### config.mk
export PLATFORM = sky130hd
export DESIGN_NAME = pwm_bridge_steer
export DESIGN_NICKNAME = d
export VERILOG_FILES = /design/src/rtl/pwm_bridge_steer.sv
export SDC_FILE = /design/constraint.sdc
export NUM_CORES = 1
export LEC_CHECK = 0
export ABC_AREA = 1
export BUFFER_PORTS_ARGS = -buffer_cell sky130_fd_sc_hd__buf_2
export CAP_MARGIN = 10
export CORE_MARGIN = 4
export CORE_UTILIZATION = 63
export DETAILED_ROUTE_END_ITERATION = 8
export GPL_ROUTABILITY_DRIVEN = 0
export GPL_TIMING_DRIVEN = 0
export HOLD_SLACK_MARGIN = 0.08
export PLACE_DENSITY = 0.85
export SETUP_SLACK_MARGIN = 0.4
export SLEW_MARGIN = 5
export SYNTH_ARGS = -nofsm -noshare
export SYNTH_HDL_FRONTEND = slang
export SYNTH_SLANG_ARGS = --single-unit
### constraint.sdc
create_clock -name clk -period 4.2 [get_ports clk]
set_clock_uncertainty 0.1 [all_clocks]
set_input_delay 0.42 -clock clk [delete_from_list [all_inputs] [get_ports clk]]
set_output_delay 0.42 -clock clk [all_outputs]
set_load 0.05 [all_outputs]
### src/rtl/pwm_bridge_steer.sv
module pwm_bridge_steer #(
  parameter int PER_W = 8,
  parameter int DB_W  = 6
) (
  input  logic             clk,
  input  logic             rst_n,
  input  logic [1:0]       cfg,
  input  logic [3:0]       mode,
  input  logic [PER_W-1:0] duty_hi,
  input  logic [1:0]       duty_lo,
  input  logic [PER_W-1:0] period,
  input  logic [DB_W-1:0]  dead,
  output logic [3:0]       pwm_out,
  output logic [3:0]       pin_en
);
  localparam int CW = PER_W + 2;

  logic             pwm_on, half, wrap, pwm_raw;
  logic [CW-1:0]    cnt, duty_q;
  logic [PER_W-1:0] per_q;
  logic [3:0]       want, act, inv;
  logic [DB_W-1:0]  dly;

  assign pwm_on  = (mode[3:2] == 2'b11);
  assign half    = pwm_on && (cfg == 2'b10);
  assign wrap    = (cnt == {per_q, 2'b11});
  assign pwm_raw = (cnt < duty_q);
  assign dly     = half ? dead : '0;
  assign inv     = {mode[0], mode[1], mode[0], mode[1]};

  always_ff @(posedge clk) begin
    if (!rst_n) begin
      cnt    <= '0;
      duty_q <= '0;
      per_q  <= '0;
    end else if (!pwm_on || wrap) begin
      cnt    <= '0;
      duty_q <= {duty_hi, duty_lo};
      per_q  <= period;
    end else begin
      cnt    <= cnt + 1'b1;
    end
  end

  always_comb begin
    want   = 4'b0000;
    pin_en = 4'b0000;
    if (pwm_on) begin
      case (cfg)
        2'b00: begin want = {3'b000, pwm_raw};          pin_en = 4'b0001; end
        2'b01: begin want = {pwm_raw, 2'b00, 1'b1};     pin_en = 4'b1111; end
        2'b10: begin want = {2'b00, ~pwm_raw, pwm_raw}; pin_en = 4'b0011; end
        default: begin want = {2'b01, pwm_raw, 1'b0};   pin_en = 4'b1111; end
      endcase
    end
  end

  for (genvar i = 0; i < 4; i++) begin : g_pin
    logic [DB_W-1:0] dcnt;
    always_ff @(posedge clk) begin
      if (!rst_n || !want[i]) begin
        act[i] <= 1'b0;
        dcnt   <= '0;
      end else if (dcnt >= dly) begin
        act[i] <= 1'b1;
      end else begin
        dcnt   <= dcnt + 1'b1;
      end
    end
  end

  assign pwm_out = pin_en & (act ^ inv);
endmodule

# After elaboration in Yosys (flattened, before gate mapping)
# Cells that the tools add are included.
# Widths: inputs -> output; s select.
dict set report op_classes {
  add_sub_neg 5
  n_lt_le_gt_ge 5
  n_eq_ne 4
  mux 5
  n_bitwise 4
  reduce_logical 14
}
# operator n
set ops {}
lappend ops {{$add 6x1->6 const B} 4}
lappend ops {{$ge 6x6->1} 4}
lappend ops {{$pmux 4 s3} 1}
lappend ops {{$add 10x1->10 const B} 1}
lappend ops {{$eq 10x10->1} 1}
lappend ops {{$lt 10x10->1} 1}
lappend ops {{$mux 4} 2}
lappend ops {{$pmux 4 s2} 1}
lappend ops {{$logic_not 1->1} 6}
lappend ops {{$mux 6} 1}
lappend ops {{$logic_or 1x1->1} 5}
lappend ops {{$and 4x4->4} 1}
lappend ops {{$eq 2x2->1 const B} 2}
lappend ops {{$xor 4x4->4} 1}
lappend ops {{$eq 2x1->1 const B} 1}
lappend ops {{$logic_not 2->1} 1}
lappend ops {{$not 1->1} 2}
lappend ops {{$reduce_or 2->1} 1}
lappend ops {{$logic_and 1x1->1} 1}
dict set report totals {
  reg_bits 56
  input_bits 32
  out_inout_bits 8
}

# Depth between registers and ports, before layout
dict set report logic_depth {
  depth_word 6
  depth_mapped 14
  mapped_depth_nobuf 14
}

# Worst setup path after synthesis
# OpenSTA, ideal clock, no wires.
dict set report synth_path {
  path_kind {input port to output port}
  startpoint {input port mode[2]}
  endpoint {output port pwm_out[1]}
  t_arrival_ps 1893
  t_required_ps 3680
  setup_slack_ps 1787
  path_stages 3
  path_buffers 0
  cell_sequence {nand2_1 -> a21oi_1 -> and2_1}
}
dict set report synth_via {
  elab_chain_cells 3
}
# element line
set synth_rtl {}
lappend synth_rtl {{from (decl)} 8} ;# input logic [3:0] mode,
lappend synth_rtl {{$eq 2x2->1} 24} ;# assign pwm_on = (mode[3:2] == 2'b11);
lappend synth_rtl {{$mux 4} 48} ;# if (pwm_on) begin
lappend synth_rtl {{net pin_en[1]} 14} ;# output logic [3:0] pin_en
lappend synth_rtl {{$and 4x4->4} 72} ;# assign pwm_out = pin_en & (act ^ inv);
lappend synth_rtl {{to (decl)} 13} ;# output logic [3:0] pwm_out,
# The timed path passes the listed nets, and every way through them passes these cells.

# Worst setup path after layout
dict set report layout_path {
  startpoint {input port mode[2]}
  endpoint {register g_pin[0].dcnt[2]}
}
dict set report layout_via {
  elab_chain_cells 4
  word_cells_on_any_way 7
  cone_classes {order compare (1); eq/ne (1); mux (2); reduce/logical (3)}
}
# element line
set layout_rtl {}
lappend layout_rtl {{$eq 2x2->1 (*)} 24}
lappend layout_rtl {{$logic_and 1x1->1 / $mux 4 (equally long branches)} {25, 48}}
lappend layout_rtl {{$mux 6 / $logic_not 1->1 (equally long branches)} {28, 61}}
lappend layout_rtl {{$ge 6x6->1 / $logic_or 1x1->1 (equally long branches)} {64, 61}}
lappend layout_rtl {{to (signal assigned)} 67} ;# dcnt <= dcnt + 1'b1;
lappend layout_rtl {{to (decl)} 59} ;# logic [DB_W-1:0] dcnt;
# Mark *: on every way between the ends. The rest lies on a longest branch, timed or not.
# A chain may end at the register's enable or synchronous reset.

==> summary.md <==
| Metric | Value |
|---|---|
| MaxCap Viol Count | `0` |
| CP required | `4.35 ns` |
| Synthesized area | `3530 sq um` |
| Synth top area cells | `dfxtp_1 (32%), nand2_1 (14%), ha_1 (13%), a21oi_1 (7.2%), nor2_1 (6.5%)` |
| Asr flop ratio synth | `0` |
| FILL cells | `442` |
| Initial Util | `0.669` |
| Post-layout min period | `2.67 ns` |
| Initial DRC count | `206` |
| Setup crit start kind | `input pin` |
| Initial DRT Pass Iterations | `4` |
| Clk buf depth | `2` |
| Post-route DRC violation count | `0` |
| Die X | `82.8 um` |
| Fmax | `374 MHz` |
| Initial antenna violation count | `0` |
| Util after Layout | `0.743` |
| Hold_ws | `0.218 ns` |
| CORE AREA | `5270 sq um` |
| Clock root buffer master | `clkbuf_8` |
| Setup Fix Bufs, Post-CTS | `0` |
| Worst-margin pin slew | `0.547 ns` |
| Clk Latency, worst-skew pair | `0.31 ns` |
| Area leader, netlist | `dfxtp_1` |
| Nets | `622` |
| Yosys cell types | `31` |
| Yosys top cell area share | `0.318` |
| Multi-input logic area | `2070 sq um` |
| TritonCTS Buffers | `5` |
| Pin count of the biggest net entering global routing | `18` |
| CTS tree | `done` |
| I/O Buffers | `38` |
| DP HPWL | `6130 um` |
| Arr. time, crit path | `2.82 ns` |
| Reg2Reg Setup Slack | `2.26 ns` |
| Setup TNS | `0 ns` |
| Avg WL per Cell | `12.4 um` |
| Num Clock Sinks | `56` |
| Worst VDD drop | `0.315 mV` |
| Crit. End Element | `flip-flop` |
| Reg clk slew, reported paths | `0.10 ns` |
| Final period util | `0.637` |
| Routed via count | `3295` |
| Slew margin rel. | `0.633` |
| CTS H-tree lvls | `2` |
| # diodes | `0` |
| Synth Flop Type | `dfxtp_1` |
| Final hold viol count | `0` |
| Vias in the first global route | `3024` |
| Vias per cell | `5.29` |
| Post-Syn Nets | `577` |
| GR Overflow Total | `0` |
| Post-Synthesis Cells | `507` |
| Hold Buf Count CTS | `0` |
| Post-route ant nets | `0` |
| Gr usage total | `0.228` |
| RSZ-0062 raised after global routing | `false` |
| Crit Path Max Fanout | `8` |
| Post-cts resize count | `0` |
| Area grow syn2layout | `11.0%` |
| Yosys warning total | `0` |
| Die height | `82.8 um` |
| Layout cell share with drive strength beyond 1 | `0.116` |
| Sequential area share after synthesis | `0.318` |
| WS Path Type | `input pin to flip-flop` |
| First-pass GRT wire length | `13300 um` |
| I/O pin count | `40` |
| Min-delay worst type | `input pin to flip-flop` |
| Leakage | `1.86 nW` |
| Post-Route WL | `7750 um` |
| PD cells | `265 nW/um^2` |
| Number of synthesized flops with an enable pin | `0` |
| Final Max Tran Viols | `0` |
| Syn Area/Cell | `6.95 sq um` |
| Setup Viol. Count Final | `0` |
| Seq cells post-synth | `56` |
| Register area | `1120 sq um` |
| Die area | `6860 sq um` |
| Status | `finished clean` |
| FP Rows | `26` |
-- layer usage --
| layer | wire [um] | vias up | global-route usage | share of wire |
|---|---|---|---|---|
| li1 | - | 1716 | - | - |
| met3 | 387 | 11 | 0.0396 | 0.050 |
| met2 | 3630 | 75 | 0.368 | 0.47 |
| met1 | 3630 | 1493 | 0.311 | 0.47 |
| met4 | 109 | 0 | 0.0639 | 0.014 |
| met5 | 0 | - | 0 | 0 |
-- registers in the layout, summed over array words and instances, names as in the netlist --
name and cells:
g_pin.dcnt 24, cnt 10, act 4, duty_q 10, per_q 8
-- cells by family after synthesis --
family / synth area share
flip-flops: 0.318
adder cells (fa/ha/maj): 0.135
buffers and inverters: 0.0958
XOR/XNOR: 0.0522
AO/OA/AOI/OAI: 0.105
AND/OR/NAND/NOR: 0.294
-- final cells by class --
type,count,area share
Clock buffer,5,0.0176
Clock inverter,3,0.0109
Buffer,11,0.0259
Inverter,63,0.0604
Tap cell,70,0.0224
Multi-Input combinational cell,377,0.528
Sequential cell,56,0.286
Timing Repair Buffer,38,0.0486
-- worst paths after layout --
| check | cells past startpoint | end | from |
|---|---|---|---|
| worst min register to register | 2 | g_pin[0].dcnt[0]$_SDFFE_PP0N_ | g_pin[0].dcnt[0]$_SDFFE_PP0N_ |
| worst max register to register | 8 | g_pin[0].dcnt[2]$_SDFFE_PP0N_ | g_pin[0].dcnt[0]$_SDFFE_PP0N_ |
| worst max-delay path | 10 | g_pin[0].dcnt[2]$_SDFFE_PP0N_ | mode[2] |
| worst min-delay path | 3 | per_q[2]$_SDFFE_PN0P_ | period[2] |
-- where the power goes --
part           switching, mW  leakage [nW]  total, mW  internal (mW)
registers            0.00584         0.456      0.551          0.545
logic                 0.0829          1.35      0.131         0.0486
clock network          0.179        0.0541      0.355          0.177
-- placed cells by master, fill, tap and decap left out, types with 6 or more instances in the layout --
cell and count:
clkbuf_8 6, nor3_1 8, nor2_1 61, nand3_1 42, nand2_1 127, buf_2 39
inv_1 60, dfxtp_1 56, a21oi_1 51, ha_1 38, xor2_1 12, xnor2_1 9
-- synthesized netlist by cell type, drive strengths merged, types with 3 or more instances --
master  instances
o21a            4
xor2           12
nand3          42
a21boi          3
a21oi          51
inv            62
nand4           5
nor3            8
dfxtp          56
buf            10
xnor2           9
ha             38
nor2           62
o21ai           7
nand2         129
-- per-stage QoR --
step / std cells / instance area, sq um / total power, mW / worst slack, ns
after CTS: 623 / 3920 / 1.04 / 1.51
final: 623 / 3920 / 1.04 / 1.53
after global routing: 623 / 3920 / 1.09 / 1.20
after floorplan: 507 / 3530 / 0.655 / 1.79
after global placement: 615 / 3800 / 0.689 / 1.30
after detailed placement: 615 / 3800 / 0.694 / 1.19
-- worst max-delay path, cell delays in order --
cell	delay, ns
buf_2	0.09
nand2_1	0.18
nor3_1	0.49
nand2_1	0.26
ha_1	0.35
a21boi_1	0.14
o21ai_2	0.25
nand2_1	0.24
or2_1	0.27
a21oi_1	0.12
(Power assumes the default switching activity.)
